--- config.mk ---
export PLATFORM = sky130hd
export DESIGN_NAME = xcvr_rate_seq
export DESIGN_NICKNAME = d
export VERILOG_FILES = /design/src/rtl/xrs_pkg.sv /design/src/rtl/xrs_wait_timer.sv /design/src/rtl/xrs_profile_list.sv /design/src/rtl/xrs_ctrl.sv /design/src/rtl/xcvr_rate_seq.sv
export SDC_FILE = /design/constraint.sdc
export NUM_CORES = 1
export LEC_CHECK = 0
export BUFFER_PORTS_ARGS = -buffer_cell sky130_fd_sc_hd__clkbuf_2
export CORE_AREA = 3 3 84 86
export CTS_CLUSTER_SIZE = 25
export DETAILED_ROUTE_END_ITERATION = 7
export DIE_AREA = 0 0 87 89
export GPL_ROUTABILITY_DRIVEN = 0
export PLACE_DENSITY = 0.73
export SYNTH_ARGS = -nofsm -noshare
export SYNTH_HDL_FRONTEND = slang
export SYNTH_SLANG_ARGS = --single-unit
--- constraint.sdc ---
create_clock -name clk -period 3.1 [get_ports clk]
set_input_delay 0.155 -clock clk [delete_from_list [all_inputs] [get_ports clk]]
set_output_delay 0.155 -clock clk [all_outputs]
set_load 0.05 [all_outputs]
--- src/rtl/xrs_pkg.sv ---
package xrs_pkg;

  localparam int WORD_W = 3;
  localparam int TX_BIT = 2;
  localparam int RX_BIT = 1;
  localparam int FC_W   = 3;

  typedef enum logic [4:0] {
    S_IDLE, S_CFG_ON, S_CFG_OFF, S_MODE_PRE, S_TX_ON, S_RX_ON,
    S_W_TXACK, S_W_RXACK, S_W_READY, S_LOAD, S_REQ, S_W_ACKLOW,
    S_W_DONE, S_MODE_POST, S_TX_OFF, S_RX_OFF, S_CHECK
  } seq_st_e;

  localparam logic [FC_W-1:0] FC_NONE   = 3'd0;
  localparam logic [FC_W-1:0] FC_TXACK  = 3'd1;
  localparam logic [FC_W-1:0] FC_RXACK  = 3'd2;
  localparam logic [FC_W-1:0] FC_READY  = 3'd3;
  localparam logic [FC_W-1:0] FC_ACK    = 3'd4;
  localparam logic [FC_W-1:0] FC_ACKLOW = 3'd5;
  localparam logic [FC_W-1:0] FC_DONE   = 3'd6;
  localparam logic [FC_W-1:0] FC_LOCK   = 3'd7;

  function automatic logic is_wait(seq_st_e s);
    return (s == S_W_TXACK) || (s == S_W_RXACK) || (s == S_W_READY) ||
           (s == S_REQ) || (s == S_W_ACKLOW) || (s == S_W_DONE);
  endfunction

endpackage

--- src/rtl/xrs_wait_timer.sv ---
module xrs_wait_timer #(
  parameter int TMO_W = 16
) (
  input  logic             clk,
  input  logic             rst,
  input  logic             clr_i,
  input  logic             en_i,
  input  logic [TMO_W-1:0] lim_i,
  output logic             expire_o
);

  localparam logic [TMO_W-1:0] CNT_MAX = '1;

  logic [TMO_W-1:0] cnt_q;

  always_ff @(posedge clk) begin
    if (rst || clr_i)
      cnt_q <= '0;
    else if (en_i && cnt_q != CNT_MAX)
      cnt_q <= cnt_q + 1'b1;
  end

  assign expire_o = en_i && (lim_i != '0) && (cnt_q >= lim_i - 1'b1);

  AST_TMO_BOUND: assert property (@(posedge clk) disable iff (rst)
    (en_i && lim_i != '0) |-> (cnt_q < lim_i));

endmodule

--- src/rtl/xrs_profile_list.sv ---
module xrs_profile_list #(
  parameter int N_PROF = 4,
  parameter int PROF_W = 4,
  parameter logic [N_PROF*PROF_W-1:0] PROF_LIST = '0,
  localparam int IDX_W = (N_PROF > 1) ? $clog2(N_PROF) : 1
) (
  input  logic              clk,
  input  logic              rst,
  input  logic              adv_i,
  output logic [IDX_W-1:0]  idx_o,
  output logic [PROF_W-1:0] prof_o
);

  localparam logic [IDX_W-1:0] LAST = IDX_W'(N_PROF - 1);

  logic [PROF_W-1:0] tbl [N_PROF];
  logic [IDX_W-1:0]  idx_q;

  for (genvar g = 0; g < N_PROF; g++) begin : g_ent
    assign tbl[g] = PROF_LIST[g*PROF_W +: PROF_W];
  end

  always_ff @(posedge clk) begin
    if (rst)
      idx_q <= '0;
    else if (adv_i)
      idx_q <= (idx_q == LAST) ? '0 : idx_q + 1'b1;
  end

  assign idx_o  = idx_q;
  assign prof_o = tbl[idx_q];

  AST_IDX_RANGE: assert property (@(posedge clk) disable iff (rst)
    idx_q <= LAST);

endmodule

--- src/rtl/xrs_ctrl.sv ---
module xrs_ctrl
  import xrs_pkg::*;
#(
  parameter int MODE_W = 2,
  parameter logic [MODE_W-1:0] MODE_VAL = '0,
  parameter int PROF_W = 4,
  parameter int STAT_W = 8,
  parameter logic [STAT_W-1:0] STAT_MASK = 8'h0F,
  parameter logic [STAT_W-1:0] STAT_GOOD = 8'h01
) (
  input  logic              clk,
  input  logic              rst,
  input  logic              start_i,
  input  logic              tmo_exp_i,
  input  logic [1:0]        tx_ack_i,
  input  logic [1:0]        rx_ack_i,
  input  logic              eng_ready_i,
  input  logic              ack_i,
  input  logic              done_i,
  input  logic [STAT_W-1:0] stat_i,
  input  logic [PROF_W-1:0] prof_i,
  output logic              tmr_clr_o,
  output logic              tmr_en_o,
  output logic              adv_o,
  output logic              cfg_rst_o,
  output logic              mode_wr_o,
  output logic [MODE_W-1:0] mode_o,
  output logic [WORD_W-1:0] rst_ctrl_o,
  output logic              prof_wr_o,
  output logic [PROF_W-1:0] prof_o,
  output logic              req_o,
  output logic              busy_o,
  output logic              pass_o,
  output logic              fail_o,
  output logic [FC_W-1:0]   fail_code_o
);

  seq_st_e st_q, st_d;
  logic    fin_pass, fin_fail;
  logic [FC_W-1:0] code_d;

  always_comb begin
    st_d     = st_q;
    fin_pass = 1'b0;
    fin_fail = 1'b0;
    code_d   = FC_NONE;
    unique case (st_q)
      S_IDLE:      if (start_i) st_d = S_CFG_ON;
      S_CFG_ON:    st_d = S_CFG_OFF;
      S_CFG_OFF:   st_d = S_MODE_PRE;
      S_MODE_PRE:  st_d = S_TX_ON;
      S_TX_ON:     st_d = S_RX_ON;
      S_RX_ON:     st_d = S_W_TXACK;
      S_W_TXACK:
        if (tx_ack_i == 2'b11) st_d = S_W_RXACK;
        else if (tmo_exp_i) begin st_d = S_IDLE; fin_fail = 1'b1; code_d = FC_TXACK; end
      S_W_RXACK:
        if (rx_ack_i == 2'b11) st_d = S_W_READY;
        else if (tmo_exp_i) begin st_d = S_IDLE; fin_fail = 1'b1; code_d = FC_RXACK; end
      S_W_READY:
        if (eng_ready_i) st_d = S_LOAD;
        else if (tmo_exp_i) begin st_d = S_IDLE; fin_fail = 1'b1; code_d = FC_READY; end
      S_LOAD:      st_d = S_REQ;
      S_REQ:
        if (ack_i) st_d = S_W_ACKLOW;
        else if (tmo_exp_i) begin st_d = S_IDLE; fin_fail = 1'b1; code_d = FC_ACK; end
      S_W_ACKLOW:
        if (!ack_i) st_d = S_W_DONE;
        else if (tmo_exp_i) begin st_d = S_IDLE; fin_fail = 1'b1; code_d = FC_ACKLOW; end
      S_W_DONE:
        if (done_i) st_d = S_MODE_POST;
        else if (tmo_exp_i) begin st_d = S_IDLE; fin_fail = 1'b1; code_d = FC_DONE; end
      S_MODE_POST: st_d = S_TX_OFF;
      S_TX_OFF:    st_d = S_RX_OFF;
      S_RX_OFF:    st_d = S_CHECK;
      S_CHECK: begin
        st_d = S_IDLE;
        if ((stat_i & STAT_MASK) == STAT_GOOD) fin_pass = 1'b1;
        else begin fin_fail = 1'b1; code_d = FC_LOCK; end
      end
      default:     st_d = S_IDLE;
    endcase
  end

  assign tmr_clr_o = (st_d != st_q);
  assign tmr_en_o  = is_wait(st_q);
  assign adv_o     = fin_pass;

  always_ff @(posedge clk) begin
    if (rst) begin
      st_q        <= S_IDLE;
      cfg_rst_o   <= 1'b0;
      mode_wr_o   <= 1'b0;
      mode_o      <= '0;
      rst_ctrl_o  <= '0;
      prof_wr_o   <= 1'b0;
      prof_o      <= '0;
      req_o       <= 1'b0;
      busy_o      <= 1'b0;
      pass_o      <= 1'b0;
      fail_o      <= 1'b0;
      fail_code_o <= FC_NONE;
    end else begin
      st_q      <= st_d;
      cfg_rst_o <= (st_d == S_CFG_ON);
      mode_wr_o <= (st_d == S_MODE_PRE) || (st_d == S_MODE_POST);
      if ((st_d == S_MODE_PRE) || (st_d == S_MODE_POST)) mode_o <= MODE_VAL;
      if (st_d == S_TX_ON)  rst_ctrl_o[TX_BIT] <= 1'b1;
      if (st_d == S_RX_ON)  rst_ctrl_o[RX_BIT] <= 1'b1;
      if (st_d == S_TX_OFF) rst_ctrl_o[TX_BIT] <= 1'b0;
      if (st_d == S_RX_OFF) rst_ctrl_o[RX_BIT] <= 1'b0;
      prof_wr_o <= (st_d == S_LOAD);
      if (st_d == S_LOAD) prof_o <= prof_i;
      req_o     <= (st_d == S_REQ);
      busy_o    <= (st_d != S_IDLE);
      if (st_q == S_IDLE && start_i) begin
        pass_o      <= 1'b0;
        fail_o      <= 1'b0;
        fail_code_o <= FC_NONE;
      end
      if (fin_pass) pass_o <= 1'b1;
      if (fin_fail) begin
        fail_o      <= 1'b1;
        fail_code_o <= code_d;
      end
    end
  end

  AST_RX_AFTER_TX: assert property (@(posedge clk) disable iff (rst)
    $rose(rst_ctrl_o[RX_BIT]) |-> rst_ctrl_o[TX_BIT]);
  AST_TX_REL_FIRST: assert property (@(posedge clk) disable iff (rst)
    $fell(rst_ctrl_o[RX_BIT]) |-> !rst_ctrl_o[TX_BIT]);
  AST_BIT0_LOW: assert property (@(posedge clk) disable iff (rst)
    !rst_ctrl_o[0]);
  AST_REQ_HOLD: assert property (@(posedge clk) disable iff (rst)
    (req_o && !ack_i) |=> (req_o || fail_o));
  AST_PROF_STABLE: assert property (@(posedge clk) disable iff (rst)
    req_o |-> $stable(prof_o));
  AST_FLAGS_EXCL: assert property (@(posedge clk) disable iff (rst)
    $onehot0({busy_o, pass_o, fail_o}));
  AST_START_IGNORED: assert property (@(posedge clk) disable iff (rst)
    (busy_o && start_i) |=> !cfg_rst_o);
  AST_CFG_PULSE: assert property (@(posedge clk) disable iff (rst)
    cfg_rst_o |=> !cfg_rst_o);

endmodule

--- src/rtl/xcvr_rate_seq.sv ---
module xcvr_rate_seq
  import xrs_pkg::*;
#(
  parameter int N_PROF = 4,
  parameter int PROF_W = 4,
  parameter logic [N_PROF*PROF_W-1:0] PROF_LIST = {4'd3, 4'd2, 4'd5, 4'd1},
  parameter int TMO_W  = 16,
  parameter int MODE_W = 2,
  parameter logic [MODE_W-1:0] MODE_VAL = '0,
  parameter int STAT_W = 8,
  parameter logic [STAT_W-1:0] STAT_MASK = 8'h0F,
  parameter logic [STAT_W-1:0] STAT_GOOD = 8'h01,
  localparam int IDX_W = (N_PROF > 1) ? $clog2(N_PROF) : 1
) (
  input  logic              clk,
  input  logic              rst,
  input  logic              start_i,
  input  logic [TMO_W-1:0]  tmo_cycles_i,
  output logic              cfg_rst_o,
  output logic              mode_wr_o,
  output logic [MODE_W-1:0] mode_o,
  output logic [2:0]        rst_ctrl_o,
  input  logic [1:0]        tx_ack_i,
  input  logic [1:0]        rx_ack_i,
  input  logic              eng_ready_i,
  output logic              prof_wr_o,
  output logic [PROF_W-1:0] prof_o,
  output logic              req_o,
  input  logic              ack_i,
  input  logic              done_i,
  input  logic [STAT_W-1:0] stat_i,
  output logic              busy_o,
  output logic              pass_o,
  output logic              fail_o,
  output logic [2:0]        fail_code_o,
  output logic [IDX_W-1:0]  list_idx_o
);

  logic              tmr_clr, tmr_en, tmr_exp, adv;
  logic [PROF_W-1:0] cur_prof;

  xrs_wait_timer #(.TMO_W(TMO_W)) timer_i (
    .clk(clk), .rst(rst), .clr_i(tmr_clr), .en_i(tmr_en),
    .lim_i(tmo_cycles_i), .expire_o(tmr_exp)
  );

  xrs_profile_list #(.N_PROF(N_PROF), .PROF_W(PROF_W), .PROF_LIST(PROF_LIST)) list_i (
    .clk(clk), .rst(rst), .adv_i(adv), .idx_o(list_idx_o), .prof_o(cur_prof)
  );

  xrs_ctrl #(
    .MODE_W(MODE_W), .MODE_VAL(MODE_VAL), .PROF_W(PROF_W), .STAT_W(STAT_W),
    .STAT_MASK(STAT_MASK), .STAT_GOOD(STAT_GOOD)
  ) ctrl_i (
    .clk(clk), .rst(rst), .start_i(start_i), .tmo_exp_i(tmr_exp),
    .tx_ack_i(tx_ack_i), .rx_ack_i(rx_ack_i), .eng_ready_i(eng_ready_i),
    .ack_i(ack_i), .done_i(done_i), .stat_i(stat_i), .prof_i(cur_prof),
    .tmr_clr_o(tmr_clr), .tmr_en_o(tmr_en), .adv_o(adv),
    .cfg_rst_o(cfg_rst_o), .mode_wr_o(mode_wr_o), .mode_o(mode_o),
    .rst_ctrl_o(rst_ctrl_o), .prof_wr_o(prof_wr_o), .prof_o(prof_o),
    .req_o(req_o), .busy_o(busy_o), .pass_o(pass_o), .fail_o(fail_o),
    .fail_code_o(fail_code_o)
  );

endmodule

* Yosys cells after proc, flatten, opt, wreduce, memory -nomap -nowiden
Cells that the tools add are included.
** Operators by class
- Bitwise operators :: 1
- Add/sub/neg operators :: 3
- Equal/unequal tests :: 31
- Reductions and logical operators :: 18
- Muxes and demuxes :: 43
- $lt $le $gt $ge :: 2
** Operators by type and width (count)
- one-hot mux 5 bit (16 select lines) :: 1
- equality test 5 x 4 -> 1 bit (second input constant) :: 13
- 2-to-1 mux 5 bit :: 8
- 2-to-1 mux 3 bit :: 12
- equality test 5 x 3 -> 1 bit (second input constant) :: 6
- one-hot mux 3 bit (7 select lines) :: 1
- adder 16 x 1 -> 16 bit (second input constant) :: 1
- greater-or-equal comparator 16 bit :: 1
- != test 16 bit (second input constant) :: 1
- nonzero test 16 bit :: 1
- subtractor 16 x 1 -> 16 bit (second input constant) :: 1
- equality test 5 x 2 -> 1 bit (second input constant) :: 3
- 2-to-1 mux 1 bit :: 14
- equality test 5 x 1 -> 1 bit (second input constant) :: 2
- binary-select mux 4 bit (select 2 bit) :: 1
- 2-to-1 mux 4 bit :: 2
- logical OR 1 bit :: 7
- one-hot mux 1 bit (7 select lines) :: 1
- equality test 2 bit (second input constant) :: 3
- 2-to-1 mux 2 bit :: 3
- equality test 5 bit (second input constant) :: 1
- zero test 5 bit :: 1
- != test 5 bit :: 1
- nonzero test 5 bit :: 1
- other kinds (7) :: 12
** Word-level totals
- Logic and storage cells :: 112
- Register bits after elaboration :: 39
- Output and inout port bits :: 21
- Bits of input ports :: 34

* Logic depth before layout (Yosys ltp)
- Depth in word-level cells :: 13
- Gate-level depth with buffers :: 17
- Gate-level depth less buffers :: 14

* Cells and area by module
Synthesis repeated with hierarchy kept, for this count alone.
** Second synthesis, totals
- Cells, all modules :: 347
- Area, all modules :: 2872.8 sq um
** Modules (own cells, without submodules)
- xrs_ctrl :: seq. area each 420.4 sq um, cells each 164, area an instance 1378.8 sq um, times used 1
- xrs_wait_timer :: seq. area each 320.3 sq um, cells each 168, area an instance 1357.6 sq um, times used 1
- xrs_profile_list :: seq. area each 40.0 sq um, cells each 15, area an instance 136.4 sq um, times used 1

* Worst setup path before layout
OpenSTA, ideal clock, no wires.
- Path type :: input to register
- Start :: input port tmo_cycles_i[2]
- End :: register timer_i.cnt_q[10]
- Buffers on the path :: 3
- Arrival :: 2786 ps
- Data required time :: 3036 ps
- Stages on the path :: 17
- Setup time :: 64 ps
- Path slack :: 250 ps
- Path through :: nor2_1 > nand3_1 > or3_1 > clkbuf_1 > nor2_1 > nand2_1 > xor2_1 > ha_1 > a21o_1 > a21oi_1 > o32a_1 > nand3_2 > and2_1 > buf_6 > a211o_2 > buf_6 > nor2_1
** Between the ends
- Word-level cells in the longest chain between the ends :: 8
- Elaborated cells on any way between the ends :: 15
- Classes of those cells :: add/sub (1); order compare (1); eq/ne (1); mux (8); reduce/logical (4)
** Ends and longest elaborated chain
- from (decl) :: RTL line xcvr_rate_seq.sv:18 : input logic [TMO_W-1:0] tmo_cycles_i,
- subtractor 16 x 1 -> 16 bit or nonzero test 16 bit (tied branches) :: RTL line xrs_wait_timer.sv:23 : assign expire_o = en_i && (lim_i != '0) && (cnt_q >= lim_i - 1'b1);
- greater-or-equal comparator 16 bit or logical AND 1 bit (tied branches) :: RTL line xrs_wait_timer.sv:23
- logical AND 1 bit (*) :: RTL line xrs_wait_timer.sv:23
- 2-to-1 mux 5 bit (*)
- 2-to-1 mux 5 bit (tied with other cells) :: RTL line xrs_ctrl.sv:71 : if (done_i) st_d = S_MODE_POST;
- one-hot mux 5 bit (16 select lines) (*) :: RTL line xrs_ctrl.sv:47 : unique case (st_q)
- != test 5 bit (*) :: RTL line xrs_ctrl.sv:85 : assign tmr_clr_o = (st_d != st_q);
- logical OR 1 bit (*) :: RTL line xrs_wait_timer.sv:17 : if (rst || clr_i)
- to (signal assigned) :: RTL line xrs_wait_timer.sv:20 : cnt_q <= cnt_q + 1'b1;
- to (decl) :: RTL line xrs_wait_timer.sv:14 : logic [TMO_W-1:0] cnt_q;
Every way passes the cells marked *; elsewhere a longest branch is shown, timed or not.
A chain may end at the register's enable or synchronous reset.

* Worst setup path in the final report
- Start :: input port tmo_cycles_i[7]
- End :: register ctrl_i.req_o
** Between the ends
- Word-level cells in the longest chain between the ends :: 7
- Elaborated cells on any way between the ends :: 14
- Classes of those cells :: add/sub (1); order compare (1); eq/ne (1); mux (8); reduce/logical (3)
** Ends and longest elaborated chain
- subtractor 16 x 1 -> 16 bit or nonzero test 16 bit (tied branches) :: RTL line xrs_wait_timer.sv:23
- greater-or-equal comparator 16 bit or logical AND 1 bit (tied branches) :: RTL line xrs_wait_timer.sv:23
- logical AND 1 bit (*) :: RTL line xrs_wait_timer.sv:23
- 2-to-1 mux 5 bit (*)
- 2-to-1 mux 5 bit (tied with other cells) :: RTL line xrs_ctrl.sv:71
- one-hot mux 5 bit (16 select lines) (*) :: RTL line xrs_ctrl.sv:47
- equality test 5 x 4 -> 1 bit (*) :: RTL line xrs_ctrl.sv:114 : req_o <= (st_d == S_REQ);
- to (signal assigned) :: RTL line xrs_ctrl.sv:114
- to (decl) :: RTL line xrs_ctrl.sv:31 : output logic req_o,
Marked as above.

==> summary.txt <==
Run status
  • Status: finished clean

Synthesis
  • Post-Synthesis Cells: 358
  • Synth top area share: 27.0%
  • Synthesized area per cell: 7.87 um^2
  • Count leader, synth: nor2_1
  • Area contributors post-synth: dfxtp_1 27%, ha_1 9.3%, nor2_1 7.5%
  • Largest area contributor in the netlist: dfxtp_1
  • Commonest cells in the netlist: 56 x nor2_1, 38 x dfxtp_1, 30 x nand2_1
  • Mapped cell area: 2820 um^2
  • Post-synthesis sequential area ratio: 27.0%
  • Main synth FF type: dfxtp_1
  • Post-synthesis register bit count: 38
  • FFs w/ async S/R, synth: 0%
  • Netlist cell types: 62
  • YS warnings: 0
  • Number of synthesized flops with an enable pin: 0

Hold path
  • WHS Path Cells: 4
  • Endpoint, Worst Hold: ctrl_i.pass_o
  • Worst hold path type: input pin to flop
  • HP Start: stat_i[2]

Final layout
  • Diodes inserted: 0
  • Nets: 459
  • Filler instances: 592
  • Layout cells sized above 1: 17.6%
  • Syn-to-layout area delta: 13.9%
  • Final core utilization: 50.5%

STA
  • Final Hold Viols: 0
  • Worst slew pin tran: 721 ps
  • Crit share post-route: 92.7%
  • Max Clock Skew: 9.06 ps
  • Minimum clock period: 2880 ps
  • RSZ-0062 raised after global routing: no
  • Max_slew headroom: 51.9%
  • Setup violators final: 0
  • Fmax: 348 MHz
  • Final Max Slew Viols: 0

Critical path
  • Crit-path slowest cell: or4_1
  • Reg-to-reg endpoint: ctrl_i.req_o
  • Critical Path Source Type: input pin
  • Worst-path fanout max: 5
  • R2R depth: 9
  • CP max stage delay: 550 ps
  • Worst-path cell chain: clkbuf_2 -> or4_1 -> nor3_1 -> nand2_1 -> xor2_1 -> ha_1 -> a21o_1 -> a21oi_1 -> o32a_1 -> nand3_2 -> a32oi_1 -> o211a_1 -> and4b_1
  • Worst r2r src: timer_i.cnt_q[0]
  • Worst setup EP type: flop
  • Critical Path RT: 3320 ps
  • Worst Path Class, Setup: input pin to flop
  • Flop2flop setup slack: 350 ps
  • Data arrival time of the worst path: 3100 ps

Power
  • Part of the power in registers: 37.0%
  • Switching share of total power: 38.4%
  • Leak: 1.29 nW
  • PD cells: 502 nW/um^2
  • Sw power: 0.618 mW
  • Internal: 0.990 mW
  • Clk pwr share: 26.7%
  • Peak supply drop: 355 uV
  • Logic pwr share: 36.3%
  • Tot Pwr: 1.61 mW

CTS
  • Setup Buffers After CTS: 0
  • TritonCTS buffer count: 5
  • H-tree depth: 2
  • CTS max path bufs: 2
  • Clk_lat worst skew: 290 ps
  • CTS tree: built
  • Sink Count: 38
  • Root Buffer: clkbuf_8
  • Post-CTS Resized: 0
  • Hold_buf cts: 0
  • Reg clk slew, reported paths: 70 ps

Routing
  • Met1 Wirelength: 3.19 mm
  • Top sig layer: met4
  • ANT nets after route: 0
  • Met2 wire length: 3.10 mm
  • Initial DRT Pass Iterations: 5
  • Total wire length: 6.98 mm
  • Total number of vias: 2799
  • First DRT Iteration DRCs: 348
  • Drt wl/cell: 14.5 um
  • Met3 WL post-DR: 559 um
  • DRC: 0
  • Vias/cell: 5.82

Floorplanning
  • FP Rows: 29
  • Die Area: 7740 um^2
  • Core area: 6350 um^2
  • Die width: 87 um
  • Initial Util: 44.4%
  • Ports: 55
  • Die extent in y: 89 um

Global routing
  • Initial antenna violation count: 0
  • Vias in the first global route: 2471
  • Largest net degree at the start of global routing: 24
  • Remaining Overflow, GRT: 0
  • Total GRT Usage: 18.0%
  • First-pass GRT wire length: 11.4 mm

Placed design
  • I/O Buffers: 46
  • DP HPWL: 5.28 mm

Run
  • Max-Cap Viols: 0
## layer usage
| metal | up-vias | track usage (%) |
|---|---|---|
| met2 | 123 | 29.5 |
| met1 | 1285 | 24.3 |
| li1 | 1372 | - |
| met4 | 0 | 3.68 |
| met3 | 19 | 4.15 |
| met5 | - | 0 |
## cell families after synthesis
kind of cell             synth area share (%)
AO/OA/AOI/OAI                            18.6
buffers and inverters                    6.40
adder cells (fa/ha/maj)                  9.33
other                                   0.133
XOR/XNOR                                 9.33
flip-flops                               27.0
AND/OR/NAND/NOR                          28.5
multiplexers                            0.711
## registers in the layout, indices dropped and copies added, names as in the netlist
register            flops
timer_i.cnt_q          16
ctrl_i.st_q             5
ctrl_i.fail_code_o      3
ctrl_i.prof_o           3
ctrl_i.rst_ctrl_o       2
list_i.idx_o            2
ctrl_i.busy_o           1
ctrl_i.cfg_rst_o        1
ctrl_i.fail_o           1
ctrl_i.mode_wr_o        1
ctrl_i.pass_o           1
ctrl_i.prof_wr_o        1
ctrl_i.req_o            1
## worst max path at each step
stage	startpoint	to	slack, ps	cells after the start
after floorplan	tmo_cycles_i[2]	timer_i.cnt_q[10]	250	17
after global placement	tmo_cycles_i[2]	timer_i.cnt_q[3]	20	14
after detailed placement	tmo_cycles_i[7]	timer_i.cnt_q[12]	-30	13
after CTS	tmo_cycles_i[7]	timer_i.cnt_q[12]	260	13
after global routing	tmo_cycles_i[7]	timer_i.cnt_q[14]	30	13
final	tmo_cycles_i[7]	ctrl_i.req_o	220	13
## power by group through the flow
stage | registers, mW | logic [mW] | clock network [mW]
3_3_place_gp | 0.601 | 0.551 | 0
5_1_grt | 0.602 | 0.630 | 0.457
6_report | 0.595 | 0.584 | 0.429
4_1_cts | 0.593 | 0.573 | 0.435
2_1_floorplan | 0.621 | 0.424 | 0
3_5_place_dp | 0.604 | 0.560 | 0
## cells in the final DEF (no fill, tap or decap), types with 2 or more instances in the layout
master,n
clkbuf_8,6
conb_1,4
o22ai_1,2
dfxtp_1,38
a21oi_1,16
a221oi_1,4
o21ai_2,2
or2b_1,2
o21a_1,4
a31oi_1,4
nor2_1,56
xnor2_1,12
nand2_1,30
o32ai_1,2
nor2b_1,3
ha_1,21
a32oi_1,4
or4_1,2
and2_1,4
a21boi_0,2
nand3_1,18
clkbuf_2,46
buf_4,10
a211oi_1,2
nand2b_1,5
o211a_1,2
o21ai_0,10
nand4_1,7
a41oi_1,2
and3_1,2
inv_1,12
a211o_1,2
mux2i_1,2
nor4_1,3
or3_1,2
nor3_1,11
xor2_1,18
a21o_1,3
nor3b_1,3
and4_1,4
## worst max-delay path, delay by kind of cell
family | cells | cell delay, ps
xor gates and xnor gates | 1 | 160
AOI/OAI and AO/OA | 5 | 1230
buffers and inverters | 1 | 90
adders and majority gates | 1 | 280
and+or+nand+nor | 5 | 1190
## final cells by class
cell class | instances | area, um^2 | share of cell area [%]
flip-flops and latches | 38 | 761 | 23.7
clock inverters | 1 | 30.0 | 0.936
multi-input cells | 291 | 1890 | 58.8
clock buffers | 6 | 82.6 | 2.58
inverters | 12 | 45.0 | 1.40
repair buffers | 56 | 305 | 9.52
well taps | 77 | 96.3 | 3.00
## metrics by stage
step / hold slack (ps) / instances / setup slack [ps] / TNS (ps) / instance area, um^2
2_1_floorplan: 295 / 361 / 250 / 0 / 2830
3_3_place_gp: 446 / 474 / 19.0 / 0 / 3090
3_5_place_dp: 454 / 474 / -31.1 / -167 / 3090
4_1_cts: 313 / 481 / 260 / 0 / 3210
5_1_grt: 353 / 481 / 33.1 / 0 / 3210
6_report: 322 / 481 / 225 / 0 / 3210
Note: power is estimated with default switching activity, not from simulation.
